[src/rtl/netif_cmd_pkg.sv]
package netif_cmd_pkg;
  localparam int BYTE_W = 8;
  localparam int OP_W   = 4;
  localparam int PTR_W  = 3;
  localparam int STOP_W = BYTE_W - 1;
  localparam int NUM_ST = 1 << PTR_W;

  // primary bank opcodes that the front end interprets itself
  localparam logic [OP_W-1:0] OP_NOP   = 4'd0;
  localparam logic [OP_W-1:0] OP_RESET = 4'd14;
  // auxiliary bank opcodes
  localparam logic [OP_W-1:0] AX_NOP   = 4'd0;
  localparam logic [OP_W-1:0] AX_TOPRI = 4'd1;
  localparam logic [OP_W-1:0] AX_IOFF  = 4'd2;
  localparam logic [OP_W-1:0] AX_ION   = 4'd3;
  localparam logic [OP_W-1:0] AX_PDOWN = 4'd8;
  localparam logic [OP_W-1:0] AX_RESET = 4'd14;

  typedef struct packed {
    logic              stop_upd;
    logic              to_aux;
    logic              to_pri;
    logic              int_off;
    logic              int_on;
    logic              soft_rst;
    logic              pwr_dn;
    logic              issue;
    logic              ack;
    logic              ptr_upd;
    logic [PTR_W-1:0]  ptr;
    logic [OP_W-1:0]   op;
    logic              chan;
  } dec_t;
endpackage

[src/rtl/netif_cmd_decode.sv]
module netif_cmd_decode
  import netif_cmd_pkg::*;
(
  input  logic              aux_active,
  input  logic [BYTE_W-1:0] wdata,
  output dec_t              dec
);
  logic [OP_W-1:0] op;
  assign op = wdata[OP_W-1:0];

  always_comb begin
    dec = '0;
    dec.op = op;
    if (!aux_active) begin
      dec.chan     = wdata[4];
      dec.ack      = wdata[7];
      dec.ptr_upd  = 1'b1;
      dec.ptr      = {1'b0, wdata[6:5]};
      dec.to_aux   = (op == OP_NOP) && wdata[4];
      dec.soft_rst = (op == OP_RESET);
      dec.issue    = (op != OP_NOP);
    end else if (wdata[7]) begin
      dec.stop_upd = 1'b1;
    end else begin
      dec.ptr_upd  = 1'b1;
      dec.ptr      = {1'b1, wdata[5:4]};
      dec.to_pri   = (op == AX_TOPRI);
      dec.int_off  = (op == AX_IOFF);
      dec.int_on   = (op == AX_ION);
      dec.pwr_dn   = (op == AX_PDOWN);
      dec.soft_rst = (op == AX_RESET);
      dec.issue    = !(op == AX_NOP || op == AX_TOPRI ||
                       op == AX_IOFF || op == AX_ION);
    end
  end
endmodule

[src/rtl/netif_port_state.sv]
module netif_port_state
  import netif_cmd_pkg::*;
(
  input  logic              clk,
  input  logic              rst_n,
  input  logic              wr,
  input  dec_t              dec,
  input  logic [BYTE_W-1:0] wdata,
  input  logic              evt_valid,
  output logic              aux_q,
  output logic [PTR_W-1:0]  ptr_q,
  output logic              ien_q,
  output logic              pend_q,
  output logic              pdn_q,
  output logic [STOP_W-1:0] stop_q,
  output logic              stb_q,
  output logic [OP_W-1:0]   stb_op_q,
  output logic              stb_chan_q,
  output logic              stb_aux_q
);
  always_ff @(posedge clk or negedge rst_n) begin
    if (!rst_n) begin
      aux_q  <= 1'b0;
      ptr_q  <= '0;
      ien_q  <= 1'b1;
      pdn_q  <= 1'b0;
      stop_q <= '0;
    end else if (wr) begin
      if (dec.soft_rst) begin
        aux_q <= 1'b0;
        ptr_q <= '0;
        ien_q <= 1'b1;
        pdn_q <= 1'b0;
      end else begin
        if (dec.ptr_upd)  ptr_q  <= dec.ptr;
        if (dec.to_aux)   aux_q  <= 1'b1;
        if (dec.to_pri)   aux_q  <= 1'b0;
        if (dec.int_off)  ien_q  <= 1'b0;
        if (dec.int_on)   ien_q  <= 1'b1;
        if (dec.pwr_dn)   pdn_q  <= 1'b1;
        if (dec.stop_upd) stop_q <= wdata[STOP_W-1:0];
      end
    end
  end

  // pending: clear by acknowledge or soft reset, set by event (event wins)
  always_ff @(posedge clk or negedge rst_n) begin
    if (!rst_n)
      pend_q <= 1'b0;
    else if (evt_valid)
      pend_q <= 1'b1;
    else if (wr && (dec.ack || dec.soft_rst))
      pend_q <= 1'b0;
  end

  always_ff @(posedge clk or negedge rst_n) begin
    if (!rst_n) begin
      stb_q      <= 1'b0;
      stb_op_q   <= '0;
      stb_chan_q <= 1'b0;
      stb_aux_q  <= 1'b0;
    end else begin
      stb_q <= wr && dec.issue;
      if (wr && dec.issue) begin
        stb_op_q   <= dec.op;
        stb_chan_q <= dec.chan;
        stb_aux_q  <= aux_q;
      end
    end
  end
endmodule

[src/rtl/netif_status_bank.sv]
module netif_status_bank
  import netif_cmd_pkg::*;
(
  input  logic              clk,
  input  logic              rst_n,
  input  logic              evt_valid,
  input  logic              evt_rcv,
  input  logic              evt_chan,
  input  logic [OP_W-1:0]   evt_code,
  input  logic [BYTE_W-1:0] evt_res1,
  input  logic [BYTE_W-1:0] evt_res2,
  input  logic              pend,
  input  logic              pdn,
  input  logic [STOP_W-1:0] stop,
  input  logic [PTR_W-1:0]  ptr,
  input  logic              rxu_chan,
  input  logic [1:0]        rxu_state,
  input  logic              rxu_active,
  input  logic              exu_chan,
  input  logic [1:0]        exu_state,
  input  logic [BYTE_W-1:0] thr_value,
  output logic [BYTE_W-1:0] rdata
);
  logic [BYTE_W-2:0] ev_q;
  logic [BYTE_W-1:0] r1_q, r2_q;

  always_ff @(posedge clk or negedge rst_n) begin
    if (!rst_n) begin
      ev_q <= '0;
      r1_q <= '0;
      r2_q <= '0;
    end else if (evt_valid) begin
      ev_q <= {evt_rcv, !evt_rcv, evt_chan, evt_code};
      r1_q <= evt_res1;
      r2_q <= evt_res2;
    end
  end

  logic [BYTE_W-1:0] bytes [NUM_ST];

  for (genvar i = 0; i < NUM_ST; i++) begin : g_sel
    if (i == 0)      begin : g_s0 assign bytes[i] = {pend, ev_q}; end
    else if (i == 1) begin : g_s1 assign bytes[i] = r1_q; end
    else if (i == 2) begin : g_s2 assign bytes[i] = r2_q; end
    else if (i == 3) begin : g_s3
      assign bytes[i] = {rxu_chan, rxu_state, rxu_active, 1'b0, exu_chan, exu_state};
    end
    else if (i == 4) begin : g_s4 assign bytes[i] = {2'b00, pdn, 5'b00000}; end
    else if (i == 5) begin : g_s5 assign bytes[i] = {1'b0, stop}; end
    else if (i == 6) begin : g_s6 assign bytes[i] = thr_value; end
    else             begin : g_sx assign bytes[i] = '0; end
  end

  assign rdata = bytes[ptr];
endmodule

[src/rtl/netif_cmd_port.sv]
module netif_cmd_port
  import netif_cmd_pkg::*;
(
  input  logic              clk,
  input  logic              rst_n,
  input  logic              host_cs,
  input  logic              host_we,
  input  logic [7:0]        host_wdata,
  output logic [7:0]        host_rdata,
  input  logic              evt_valid,
  input  logic              evt_rcv,
  input  logic              evt_chan,
  input  logic [3:0]        evt_code,
  input  logic [7:0]        evt_res1,
  input  logic [7:0]        evt_res2,
  input  logic              rxu_chan,
  input  logic [1:0]        rxu_state,
  input  logic              rxu_active,
  input  logic              exu_chan,
  input  logic [1:0]        exu_state,
  input  logic [7:0]        thr_value,
  output logic              irq,
  output logic              cmd_strobe,
  output logic [3:0]        cmd_op,
  output logic              cmd_chan,
  output logic              cmd_aux
);
  logic              wr;
  dec_t              dec;
  logic              aux_q, ien_q, pend_q, pdn_q;
  logic [PTR_W-1:0]  ptr_q;
  logic [STOP_W-1:0] stop_q;

  assign wr = host_cs && host_we;

  netif_cmd_decode u_dec (
    .aux_active (aux_q),
    .wdata      (host_wdata),
    .dec        (dec)
  );

  netif_port_state u_state (
    .clk        (clk),
    .rst_n      (rst_n),
    .wr         (wr),
    .dec        (dec),
    .wdata      (host_wdata),
    .evt_valid  (evt_valid),
    .aux_q      (aux_q),
    .ptr_q      (ptr_q),
    .ien_q      (ien_q),
    .pend_q     (pend_q),
    .pdn_q      (pdn_q),
    .stop_q     (stop_q),
    .stb_q      (cmd_strobe),
    .stb_op_q   (cmd_op),
    .stb_chan_q (cmd_chan),
    .stb_aux_q  (cmd_aux)
  );

  netif_status_bank u_stat (
    .clk        (clk),
    .rst_n      (rst_n),
    .evt_valid  (evt_valid),
    .evt_rcv    (evt_rcv),
    .evt_chan   (evt_chan),
    .evt_code   (evt_code),
    .evt_res1   (evt_res1),
    .evt_res2   (evt_res2),
    .pend       (pend_q),
    .pdn        (pdn_q),
    .stop       (stop_q),
    .ptr        (ptr_q),
    .rxu_chan   (rxu_chan),
    .rxu_state  (rxu_state),
    .rxu_active (rxu_active),
    .exu_chan   (exu_chan),
    .exu_state  (exu_state),
    .thr_value  (thr_value),
    .rdata      (host_rdata)
  );

  assign irq = pend_q && ien_q;
endmodule

[config.mk]
export PLATFORM = sky130hd
export DESIGN_NAME = netif_cmd_port
export DESIGN_NICKNAME = d
export VERILOG_FILES = /design/src/rtl/netif_cmd_pkg.sv /design/src/rtl/netif_cmd_decode.sv /design/src/rtl/netif_port_state.sv /design/src/rtl/netif_status_bank.sv /design/src/rtl/netif_cmd_port.sv
export SDC_FILE = /design/constraint.sdc
export NUM_CORES = 1
export LEC_CHECK = 0
export ABC_AREA = 1
export BUFFER_PORTS_ARGS = -buffer_cell sky130_fd_sc_hd__buf_2
export CELL_PAD_IN_SITES_DETAIL_PLACEMENT = 0
export CELL_PAD_IN_SITES_GLOBAL_PLACEMENT = 2
export CORE_MARGIN = 4
export CORE_UTILIZATION = 25
export CTS_CLUSTER_SIZE = 16
export DETAILED_ROUTE_END_ITERATION = 16
export PLACE_DENSITY = 0.72
export SYNTH_ARGS = -nofsm -noshare
export SYNTH_HDL_FRONTEND = slang
export SYNTH_SLANG_ARGS = --single-unit
[constraint.sdc]
create_clock -name clk -period 1.1 [get_ports clk]
set_clock_uncertainty 0.1 [all_clocks]
set_input_delay 0.11 -clock clk [delete_from_list [all_inputs] [get_ports clk]]
set_output_delay 0.11 -clock clk [all_outputs]
set_load 0.01 [all_outputs]
==> impl_results.md, run 1 <==
* Run status: complete, but fails checks
* Violations in the final reports: negative setup slack
* Number of routed nets with antenna violations at 0
* Routing usage on met1 at 18.8%
* Diode count at 0
* Overall via count from detail_route at 2407
* Clock sinks at 44
* Cell types occupying the most area after synthesis: sky130_fd_sc_hd__dfrtp_1 (47%), sky130_fd_sc_hd__nand2_1 (21%), sky130_fd_sc_hd__o21ai_0 (8.9%)
* DRC marker count from the first detailed-route iteration at 63
* FF-to-FF End: u_state.pend_q$_DFFE_PN0P_
* Yosys top cell area share at 46.8%
* Number of clock buffers inserted by TritonCTS at 5
* Power share of the sequential group at 34.7%
* Internal power at 0.00387 W
* Hold depth at 3
* Clk slew on worst S/H paths at 0.08 ns
* Clock latency on the worst-skew pair at 0.29 ns
* Port-buffer cells at 65
* Die Outline Area at 0.0108 mm^2
* Nets in the synthesized netlist at 367
* Yosys warning count at 0
* Minimum period implied by the final worst setup slack at 1.68 ns
* Via/cell ratio at 4.40
* Share of post-route cells with drive strength above 1 at 36.0%
* Synthesized area at 0.00230 mm^2
* Sum of buffers and inverters on the critical path at 3
* Wire per inst at 13.6 um
* Area growth from synthesis to final layout at 57.0%
* Max capacitance violation total at 0
* Number of optimization iterations in the first detailed-route pass at 4
* Slew of the pin with the lowest slew margin at 0.435 ns
* Relative slew slack at 71.0%
* Maximum achievable frequency at 594 MHz
* Cell type with the highest aggregate area in the netlist: sky130_fd_sc_hd__dfrtp_1
* Syn Inst Count at 317
* Mean post-synth cell area at 7.25 um^2
* Kind of cell adding the most delay to the critical path: flip-flops
* Capturing element type of the critical path: output port
* Cell area power density at 1660 mW/mm^2
* Initial cell density of the core at 26.0%
* Root Driver: sky130_fd_sc_hd__clkbuf_8
* Busiest layer in global routing: met2
* Setup repair after global routing missed its margin: true
* Site Rows at 34
* Vias in the first global route at 2540
* Switching share of power at 35.4%
* Slowest cell delay on critical path at 0.46 ns
* Overall fraction of global-route tracks in use at 14.4%
* Remaining routing DRC violations at 0
* Last weighted congestion value of the routability-driven placer at 0.810
* Total wire length at 7.46 mm
* Critical path arrival at 1.47 ns
* Number of gates on the worst path with buffers counted at 6
* Final cycle utilization of the critical path at 153%
* Power share of the clock group at 20.6%
* Detailed Place HPWL at 5.78 mm
* Cell-by-cell listing of the critical path: buf_6 -> nor2_4 -> buf_4 -> nand3_1 -> nand2_1 -> buf_2
* Pin count of the biggest net entering global routing at 26
* Proportion of power drawn by combinational gates at 44.7%
* Setup ws final at -0.583 ns
* Vertical die dimension at 104 um
* Kind of critical path: flip-flop to output port
* Seq/Total Area, Yosys at 48.0%
* Endpoint of the worst hold path: u_state.stop_q[2]$_DFFE_PN0P_
* Net switching component of the power at 0.00212 W
* Number of nets in the layout at 488
* TritonCTS clock tree: built
* Slack of the worst reg-to-reg path at -0.09 ns
* GRT overflow at 0
* Core Util, Final at 40.8%
* Global Route met2 Usage at 23.9%
* Leakage power at 1.88 nW
* Peak supply drop at 549 uV
* Path depth of the worst reg2reg path at 6
* Number of filler instances in the final layout at 935
* Data required time of the worst path at 0.89 ns
* Global routing usage on met3 at 2.92%
* Startpoint of the tightest hold check path: host_wdata[2]
* First-pass GRT wire length at 12.6 mm
* Die width at 104 um
* Antenna violations before repair at 0
* Maximum number of buffers from clock root to sink at 2
* Worst Hold Class: input port to flip-flop
* IO Pins at 66
* Largest fanout on the critical path at 7
* Startpoint types: flip-flop
* Std-Cell Core Area at 0.00885 mm^2
* Flip-flop and latch count after synthesis at 44
* Number of distinct library cell variants in the gate-level netlist after synthesis at 22
* Depth of the CTS H-tree at 2
* # setup viols final at 26
* Worst hold slack after final layout at 0.0160 ns
* Critical-path top delay cell: sky130_fd_sc_hd__dfrtp_2
* Crit Reg-Reg Startpoint: u_state.aux_q$_DFFE_PN0P_
* Number of hold violations in the final report at 0
* Final slew viol count at 0
==> cells by family after synthesis <==
logic type / synth area share (%)
buf+inv: 9.64
compound gates: 10.4
flops: 48.0
simple gates: 32.0
==> worst min-delay path: stages <==
cell and delay [ns]:
sky130_fd_sc_hd__buf_2 0.14, sky130_fd_sc_hd__nand2_1 0.07, sky130_fd_sc_hd__o21ai_1 0.05
==> metal layers <==
| layer | wire length (um) | up-vias |
|---|---|---|
| met5 | 0 | - |
| met4 | 179 | 0 |
| met3 | 280 | 8 |
| met2 | 3630 | 49 |
| met1 | 3370 | 1116 |
| li1 | - | 1234 |
==> metrics by stage <==
step	cell area [um^2]	setup WS [ns]	setup TNS (ns)	total power, W	instances
6_report	3610	-0.583	-5.55	0.00599	547
2_1_floorplan	2330	-0.0362	-0.225	0.00325	317
3_5_place_dp	2950	-0.324	-2.88	0.00418	506
4_1_cts	3460	-0.622	-5.80	0.00578	544
5_1_grt	3610	-0.674	-7.54	0.00642	547
3_3_place_gp	2950	-0.279	-2.62	0.00418	506
==> cells in the mapped netlist (all sizes together) <==
library cell / instances
dfstp: 1
a21oi: 3
o211ai: 1
buf: 11
inv: 38
clkbuf: 1
dfrtp: 43
nand4: 1
nand2: 133
nor3: 1
o22ai: 1
nor2: 16
nand3: 25
o21ai: 42
==> cell type report <==
| type | instances | area (um^2) | share of cell area, % |
|---|---|---|---|
| Multi-Input combinational cell | 224 | 1150 | 31.8 |
| Sequential cell | 44 | 1100 | 30.6 |
| Timing Repair Buffer | 125 | 963 | 26.7 |
| Inverter | 38 | 153 | 4.23 |
| Tap cell | 108 | 135 | 3.74 |
| Clock buffer | 6 | 72.6 | 2.01 |
| Clock inverter | 2 | 35.0 | 0.971 |
==> power groups by stage <==
stage                     combinational (W)  clock, W  sequential, W
after floorplan                     0.00117         0        0.00209
after global placement              0.00211         0        0.00207
after detailed placement            0.00211         0        0.00207
after CTS                           0.00244   0.00128        0.00206
after global routing                0.00296   0.00134        0.00212
final                               0.00268   0.00124        0.00208
==> state kept, by name, summed over array words and instances (netlist names) <==
signal              flops
u_stat.r1_q             8
u_stat.r2_q             8
u_stat.ev_q             7
u_state.stop_q          7
u_state.stb_op_q        4
u_state.ptr_q           3
u_state.aux_q           1
u_state.ien_q           1
u_state.pdn_q           1
u_state.pend_q          1
u_state.stb_aux_q       1
u_state.stb_chan_q      1
u_state.stb_q           1
==> placed cells by master, fill, tap and decap left out, types with 14 or more instances in the layout <==
master and count:
sky130_fd_sc_hd__o21ai_1 18, sky130_fd_sc_hd__dfrtp_1 41, sky130_fd_sc_hd__inv_1 29, sky130_fd_sc_hd__nand2_1 106, sky130_fd_sc_hd__buf_2 58, sky130_fd_sc_hd__dlygate4sd3_1 27
sky130_fd_sc_hd__nand3_1 21, sky130_fd_sc_hd__buf_6 14, sky130_fd_sc_hd__nand2_2 20, sky130_fd_sc_hd__o21ai_0 19, sky130_fd_sc_hd__buf_4 22, sky130_fd_sc_hd__nor2_1 14
==> worst max-delay path by stage <==
stage | to | start
2_1_floorplan | host_rdata[3] | u_state.ptr_q[1]$_DFFE_PN0P_
3_3_place_gp | host_rdata[4] | u_state.ptr_q[0]$_DFFE_PN0P_
3_5_place_dp | host_rdata[4] | u_state.ptr_q[0]$_DFFE_PN0P_
4_1_cts | host_rdata[4] | u_state.ptr_q[0]$_DFFE_PN0P_
5_1_grt | host_rdata[7] | u_state.ptr_q[0]$_DFFE_PN0P_
6_report | host_rdata[7] | u_state.ptr_q[0]$_DFFE_PN0P_
==> what timing repair did <==
action	in CTS	in global routing
gates resized for setup	33	44
hold buffers	27	0
pin swaps	18	22
hold endpoints to repair	71	0
setup buffers	2	3
endpoints found under the setup margin	27	30
cloned	1	0
No activity file was read; power rests on OpenSTA's default activity.
==> run 2, diff against run 1 <==
--- a/config.mk
+++ b/config.mk
@@ -9,11 +9,12 @@
 export BUFFER_PORTS_ARGS = -buffer_cell sky130_fd_sc_hd__buf_2
 export CELL_PAD_IN_SITES_DETAIL_PLACEMENT = 0
 export CELL_PAD_IN_SITES_GLOBAL_PLACEMENT = 2
+export CORE_ASPECT_RATIO = 1.1
 export CORE_MARGIN = 4
 export CORE_UTILIZATION = 25
 export CTS_CLUSTER_SIZE = 16
 export DETAILED_ROUTE_END_ITERATION = 16
-export PLACE_DENSITY = 0.72
+export PLACE_DENSITY_LB_ADDON = 0.1
 export SYNTH_ARGS = -nofsm -noshare
 export SYNTH_HDL_FRONTEND = slang
 export SYNTH_SLANG_ARGS = --single-unit
==> impl_results.md, run 2 (synthesis results as in run 1) <==
* First-pass GRT wire length at 11.6 mm (-8.2%)
* Pin count of the biggest net entering global routing at 45 (+73%)
* Vertical die dimension at 109 um (+4.5%)
* Share of post-route cells with drive strength above 1 at 36.6% (+0.58 points)
* Violations in the final reports: negative setup slack
* Antenna violations before repair at 0 (unchanged)
* Number of hold violations in the final report at 0 (unchanged)
* Peak supply drop at 598 uV (+8.9%)
* Last weighted congestion value of the routability-driven placer at 0.786 (-3.0%)
* Clock latency on the worst-skew pair at 0.30 ns (about the same)
* Area growth from synthesis to final layout at 56.5%
* Final cycle utilization of the critical path at 152% (-1.1 points)
* IO Pins at 66 (unchanged)
* Path depth of the worst reg2reg path at 6 (unchanged)
* Remaining routing DRC violations at 0 (unchanged)
* Slew of the pin with the lowest slew margin at 0.356 ns (-0.0785 ns)
* DRC marker count from the first detailed-route iteration at 47 (-25%)
* Wire per inst at 13.2 um (-3.5%)
* Minimum period implied by the final worst setup slack at 1.67 ns (-0.0122 ns)
* Site Rows at 36 (+5.9%)
* Kind of critical path: flip-flop to output port
* Cell area power density at 1680 mW/mm^2 (+1.4%)
* Number of clock buffers inserted by TritonCTS at 5 (unchanged)
* Overall via count from detail_route at 2360 (-2.0%)
* Number of routed nets with antenna violations at 0 (unchanged)
* Std-Cell Core Area at 0.00892 mm^2 (+0.79%)
* Die Outline Area at 0.0108 mm^2 (about the same)
* Startpoint types: flip-flop
* Total wire length at 7.19 mm (-3.7%)
* Clock sinks at 44 (unchanged)
* Setup ws final at -0.571 ns (+0.0122 ns)
* Maximum number of buffers from clock root to sink at 2 (unchanged)
* GRT overflow at 0 (unchanged)
* # setup viols final at 24 (-7.7%)
* Number of optimization iterations in the first detailed-route pass at 4 (unchanged)
* Data required time of the worst path at 0.89 ns (about the same)
* Clk slew on worst S/H paths at 0.09 ns (about the same)
* Post-placement cell count at 507 (+0.20%)
* Highest-count cells in the layout ignoring fill and taps: sky130_fd_sc_hd__nand2_1 (106), sky130_fd_sc_hd__buf_2 (58), sky130_fd_sc_hd__dfrtp_1 (41), sky130_fd_sc_hd__inv_1 (28), sky130_fd_sc_hd__dlygate4sd3_1 (26)
* Critical path arrival at 1.46 ns (about the same)
* Final slew viol count at 0 (unchanged)
* Power share of the sequential group at 34.4% (-0.3 points)
* Leakage power at 1.86 nW (-0.70%)
* Relative slew slack at 76.2% (+5.2 points)
* Port-buffer cells at 65 (unchanged)
* Final-layout setup total negative slack at -5.14 ns (+0.411 ns)
* Critical path destination: host_rdata[2]
* Leading registers by flop count: u_stat.r1_q: 8 flops, u_stat.r2_q: 8 flops
* Depth of the CTS H-tree at 2 (unchanged)
* Post-route insts no fill at 546 (-0.18%)
* Via/cell ratio at 4.32 (-1.8%)
* Largest fanout on the critical path at 8 (+1)
* Power share of the clock group at 22.5% (+1.9 points)
* Setup repair after global routing missed its margin: true
* FF-to-FF End: u_state.pend_q$_DFFE_PN0P_
* Vias in the first global route at 2405 (-5.3%)
* Detailed Place HPWL at 5.42 mm (-6.1%)
* TritonCTS clock tree: built
* Most common library cell in the layout ignoring fill and taps: sky130_fd_sc_hd__nand2_1
* Initial cell density of the core at 25.8% (-0.20 points)
* Number of filler instances in the final layout at 982 (+5.0%)
* Worst Hold Class: input port to flip-flop
* Run status: complete, but fails checks
* Diode count at 0 (unchanged)
* Net switching component of the power at 0.00215 W (+1.2%)
* Maximum achievable frequency at 599 MHz (+0.73%)
* Switching share of power at 35.5% (+0.052 points)
* Capturing element type of the critical path: output port
* First element of the critical path: u_state.ptr_q[0]$_DFFE_PN0P_
* Slack of the worst reg-to-reg path at -0.07 ns (+0.02 ns)
* Proportion of power drawn by combinational gates at 43.1% (-1.6 points)
* Crit Reg-Reg Startpoint: u_state.aux_q$_DFFE_PN0P_
* Root Driver: sky130_fd_sc_hd__clkbuf_8
* Die width at 99.4 um (-4.3%)
* Number of nets in the layout at 481 (-1.4%)
* Internal power at 0.00390 W (+0.97%)
* Overall fraction of global-route tracks in use at 13.6% (-0.73 points)
* Max capacitance violation total at 0 (unchanged)
-- run 2: changes by cell type in the layout (fill, tap and decap cells not counted), moves of 2 or more --
cell | previous run | this run
sky130_fd_sc_hd__buf_4 | 22 | 11
sky130_fd_sc_hd__buf_6 | 14 | 19
sky130_fd_sc_hd__nand3_1 | 21 | 17
sky130_fd_sc_hd__nand3_2 | 4 | 8
sky130_fd_sc_hd__o21ai_0 | 19 | 21
sky130_fd_sc_hd__o21ai_2 | 5 | 3
-- run 2: per-layer routing --
layer / track usage [%] / part of all wire (%) / vias to the layer above
met3: 2.00 / 3.7 / 9
met2: 24.8 / 52 / 47
met1: 16.5 / 42 / 1089
met5: 0 / 0 / -
met4: 4.39 / 1.8 / 0
li1: - / - / 1215
-- run 2: cell type report --
class                           count  area, um^2  area share [%]
Clock buffer                        6        82.6            2.30
Clock inverter                      2        38.8            1.08
Inverter                           38         153            4.24
Multi-Input combinational cell    224        1150            31.9
Sequential cell                    44        1100            30.7
Tap cell                          114         143            3.97
Timing Repair Buffer              118         927            25.8
-- run 2: worst min path at each step --
stage | start | to | slack (ns) | cells past startpoint
floorplan | rst_n | u_stat.ev_q[0]$_DFFE_PN0P_ | -0.29 | 0
global placement | rst_n | u_stat.r1_q[5]$_DFFE_PN0P_ | 0.01 | 2
detailed placement | rst_n | u_stat.r1_q[5]$_DFFE_PN0P_ | 0.01 | 2
CTS | host_wdata[2] | u_state.stb_op_q[2]$_DFFE_PN0P_ | 0.007 | 3
global route | host_wdata[2] | u_state.stb_op_q[2]$_DFFE_PN0P_ | 0.003 | 3
finish | host_wdata[2] | u_state.stb_op_q[2]$_DFFE_PN0P_ | 0.003 | 3
-- run 2: power groups by stage --
stage          combinational (W)  sequential [W]  clock (W)
2_1_floorplan            0.00117         0.00209          0
3_3_place_gp             0.00206         0.00207          0
3_5_place_dp             0.00205         0.00208          0
6_report                 0.00261         0.00208    0.00136
5_1_grt                  0.00290         0.00212    0.00147
4_1_cts                  0.00249         0.00207    0.00141
-- run 2: repair_timing --
action	in CTS	in global routing
setup endpoints to repair	21	30
hold endpoints to repair	70	0
gates resized for setup	47	36
buffers inserted	1	2
gates cloned	2	0
hold buffers	26	0
pin swaps	26	23
-- run 2: worst max-delay path, stage by stage, from the launching register on --
cell,delay (ns)
sky130_fd_sc_hd__dfrtp_2,0.45
sky130_fd_sc_hd__buf_6,0.15
sky130_fd_sc_hd__nor2_4,0.15
sky130_fd_sc_hd__nand2_1,0.07
sky130_fd_sc_hd__o21ai_1,0.07
sky130_fd_sc_hd__nand2_1,0.08
sky130_fd_sc_hd__nand2_2,0.08
sky130_fd_sc_hd__buf_6,0.10
-- run 2: per-stage QoR --
step | cell area, um^2 | utilization, % | setup WS (ns) | total power (W) | hold slack [ns]
4_1_cts | 3480 | 39.0 | -0.608 | 0.00597 | 0.00729
6_report | 3600 | 40.3 | -0.571 | 0.00605 | 0.00251
3_5_place_dp | 2930 | 32.9 | -0.311 | 0.00413 | 0.0126
5_1_grt | 3600 | 40.3 | -0.701 | 0.00648 | 0.00278
3_3_place_gp | 2930 | 32.9 | -0.293 | 0.00414 | 0.0141
2_1_floorplan | 2330 | - | -0.0362 | 0.00325 | -0.286
==> run 3, diff against run 2 <==
--- a/config.mk
+++ b/config.mk
@@ -7,14 +7,13 @@
 export LEC_CHECK = 0
 export ABC_AREA = 1
 export BUFFER_PORTS_ARGS = -buffer_cell sky130_fd_sc_hd__buf_2
-export CELL_PAD_IN_SITES_DETAIL_PLACEMENT = 0
-export CELL_PAD_IN_SITES_GLOBAL_PLACEMENT = 2
 export CORE_ASPECT_RATIO = 1.1
 export CORE_MARGIN = 4
-export CORE_UTILIZATION = 25
+export CORE_UTILIZATION = 48
+export CTS_BUF_LIST = sky130_fd_sc_hd__clkbuf_8
 export CTS_CLUSTER_SIZE = 16
 export DETAILED_ROUTE_END_ITERATION = 16
-export PLACE_DENSITY_LB_ADDON = 0.1
+export PLACE_DENSITY = 0.78
 export SYNTH_ARGS = -nofsm -noshare
 export SYNTH_HDL_FRONTEND = slang
 export SYNTH_SLANG_ARGS = --single-unit
==> impl_results.md, run 3 (synthesis results as in run 1) <==
* Run status: complete, but fails checks
* Violations in the final reports: negative setup slack
* Depth of the CTS H-tree at 2 (unchanged)
* Cell area after layout at 0.00344 mm^2 (-4.5%)
* Cell area power density at 1680 mW/mm^2 (about the same)
* Proportion of power drawn by combinational gates at 42.8% (-0.3 points)
* Highest-count cells in the layout ignoring fill and taps: sky130_fd_sc_hd__nand2_1 (103), sky130_fd_sc_hd__buf_2 (58), sky130_fd_sc_hd__dfrtp_1 (41), sky130_fd_sc_hd__inv_1 (30), sky130_fd_sc_hd__dlygate4sd3_1 (29)
* Power share of the sequential group at 36.1% (+1.7 points)
* Worst Hold Class: input port to flip-flop
* Total area of sequential cells at 0.00110 mm^2 (unchanged)
* Area growth from synthesis to final layout at 49.5%
* Vertical die dimension at 80.6 um (-26%)
* DRC marker count from the first detailed-route iteration at 161 (+240%)
* First element of the critical path: u_state.ptr_q[0]$_DFFE_PN0P_
* Switching share of power at 35.8% (+0.29 points)
* Via/cell ratio at 5.08 (+17%)
* Area taken by multi-input logic gates at 0.00113 mm^2 (-1.5%)
* Setup Slack @ Placement at -0.257 ns (+0.0537 ns)
* Leading registers by flop count: u_stat.r1_q: 8 flops, u_stat.r2_q: 8 flops
* Final slew viol count at 0 (unchanged)
* Power share of the clock group at 21.1% (-1.4 points)
* Most common library cell in the layout ignoring fill and taps: sky130_fd_sc_hd__nand2_1
* Max capacitance violation total at 0 (unchanged)
* Capturing element type of the critical path: output port
* Clk slew on worst S/H paths at 0.08 ns (about the same)
* Std-Cell Core Area at 0.00465 mm^2 (-48%)
* Net switching component of the power at 0.00207 W (-3.7%)
* Slowest cell delay on critical path at 0.45 ns (about the same)
* Hold depth at 3 (unchanged)
* Slack of the worst reg-to-reg path at -0.10 ns (-0.03 ns)
* Overall via count from detail_route at 2468 (+4.6%)
* Kind of cell adding the most delay to the critical path: flip-flops
* Detailed Place HPWL at 4.62 mm (-15%)
* TritonCTS clock tree: built
* Startpoint of the tightest hold check path: host_wdata[2]
* Remaining routing DRC violations at 0 (unchanged)
* Number of optimization iterations in the first detailed-route pass at 4 (unchanged)
* Path depth of the worst reg2reg path at 6 (unchanged)
* Pin count of the biggest net entering global routing at 23 (-49%)
* Die Outline Area at 0.00596 mm^2 (-45%)
* Final cycle utilization of the critical path at 150% (-2.4 points)
* Largest fanout on the critical path at 8 (unchanged)
* Maximum achievable frequency at 608 MHz (+1.6%)
* Die width at 74.0 um (-26%)
* Minimum period implied by the final worst setup slack at 1.64 ns (-0.0261 ns)
* Overall Power at 0.00578 W (-4.5%)
* Critical-path top delay cell: sky130_fd_sc_hd__dfrtp_2
* Sum of buffers and inverters on the critical path at 2 (unchanged)
* Leakage power at 1.82 nW (-2.3%)
* # setup viols final at 25 (+4.2%)
* Number of nets in the layout at 479 (-0.42%)
* Peak supply drop at 1140 uV (+91%)
* Root Driver: sky130_fd_sc_hd__clkbuf_8
* Diode count at 0 (unchanged)
* Last weighted congestion value of the routability-driven placer at 0.890 (+13%)
* Vias in the first global route at 2364 (-1.7%)
* Post-placement cell count at 442 (-13%)
* Setup repair after global routing missed its margin: true
* Site Rows at 26 (-28%)
* Kind of critical path: flip-flop to output port
* Number of clock buffers inserted by TritonCTS at 5 (unchanged)
* Internal power at 0.00371 W (-4.9%)
* Critical path arrival at 1.43 ns (-0.03 ns)
* Total wire length at 6.90 mm (-3.9%)
* FF-to-FF End: u_state.stb_op_q[3]$_DFFE_PN0P_
* Final-layout setup total negative slack at -5.44 ns (-0.309 ns)
* Crit Reg-Reg Startpoint: u_state.aux_q$_DFFE_PN0P_
* Placed Area at 0.00278 mm^2 (-5.1%)
* IO Pins at 66 (unchanged)
* Setup ws final at -0.545 ns (+0.0261 ns)
* Wire per inst at 14.2 um (+7.9%)
* Number of filler instances in the final layout at 326 (-67%)
* Relative slew slack at 72.3% (-3.9 points)
* Post-route insts no fill at 486 (-11%)
* Maximum number of buffers from clock root to sink at 2 (unchanged)
* Overall fraction of global-route tracks in use at 23.2% (+9.6 points)
* Data required time of the worst path at 0.89 ns (about the same)
* Number of routed nets with antenna violations at 0 (unchanged)
* Antenna violations before repair at 0 (unchanged)
* Clock latency on the worst-skew pair at 0.29 ns (about the same)
* Share of post-route cells with drive strength above 1 at 34.4% (-2.2 points)
* GRT overflow at 0 (unchanged)
* Port-buffer cells at 65 (unchanged)
* Clock sinks at 44 (unchanged)
* First-pass GRT wire length at 10.6 mm (-8.6%)
* Slew of the pin with the lowest slew margin at 0.416 ns (+0.0595 ns)
* Startpoint types: flip-flop
* Cell-by-cell listing of the critical path: buf_6 -> nor2_4 -> nand2_1 -> o21ai_1 -> nand2_1 -> nand2_2 -> buf_6
* Number of hold violations in the final report at 0 (unchanged)
* Endpoint of the worst hold path: u_state.stb_op_q[2]$_DFFE_PN0P_
* Initial cell density of the core at 49.4% (+24 points)
-- run 3: cell count changes in the layout (fill, tap and decap cells not counted), sizes merged --
cell / before / now
inv: 38 / 39
dlygate4sd3: 26 / 29
buf: 92 / 87
clkbuf: 6 / 5
-- run 3: final cells by class --
class	count	area share [%]
flip-flops and latches	44	32.1
well taps	56	2.04
clock buffers	5	2.00
clock inverters	3	1.13
inverters	38	4.51
multi-input cells	224	32.9
repair buffers	116	25.3
-- run 3: worst reg2reg max path: stages, from the launching register on --
cell	delay, ns
sky130_fd_sc_hd__dfrtp_2	0.47
sky130_fd_sc_hd__nand2_4	0.14
sky130_fd_sc_hd__nand2_4	0.09
sky130_fd_sc_hd__nand2_8	0.11
sky130_fd_sc_hd__nand2_8	0.08
sky130_fd_sc_hd__nand2_2	0.07
sky130_fd_sc_hd__nand2_2	0.04
-- run 3: how the worst max path moves through the flow --
| stage | end | cells after the start | slack, ns |
|---|---|---|---|
| finish | host_rdata[1] | 7 | -0.54 |
| global route | host_rdata[1] | 7 | -0.66 |
| CTS | host_rdata[1] | 7 | -0.54 |
| detailed placement | host_rdata[1] | 7 | -0.26 |
| global placement | host_rdata[2] | 7 | -0.20 |
| floorplan | host_rdata[3] | 6 | -0.04 |
-- run 3: power groups by stage --
| stage | registers [W] | logic [W] | clock network [W] |
|---|---|---|---|
| after floorplan | 0.00209 | 0.00117 | 0 |
| after global placement | 0.00207 | 0.00181 | 0 |
| after global routing | 0.00212 | 0.00271 | 0.00131 |
| after CTS | 0.00206 | 0.00223 | 0.00125 |
| final | 0.00208 | 0.00248 | 0.00122 |
| after detailed placement | 0.00208 | 0.00186 | 0 |
-- run 3: what timing repair did --
| action | CTS | global route |
|---|---|---|
| gates resized for setup | 27 | 46 |
| gates cloned | 1 | 0 |
| pin swaps | 23 | 20 |
| hold buffers | 29 | 0 |
| endpoints found under the setup margin | 27 | 28 |
| buffers inserted | 5 | 1 |
| hold endpoints to repair | 63 | 0 |
-- run 3: metrics by stage --
step	util, %	hold WS, ns
floorplan	-	-0.286
global placement	59.8	-0.0424
detailed placement	59.8	-0.0350
CTS	71.0	0.00477
global route	73.9	0.0437
finish	73.9	0.0230
-- run 3: layer usage --
layer  track usage, %  vias up  part of all wire [%]  wire [um]
li1                 -     1213                     -          -
met2             41.5       91                    52       3620
met3             3.13       21                   4.9        338
met1             27.9     1143                    40       2730
met4             8.51        0                   3.0        209
met5                0        -                     0          0
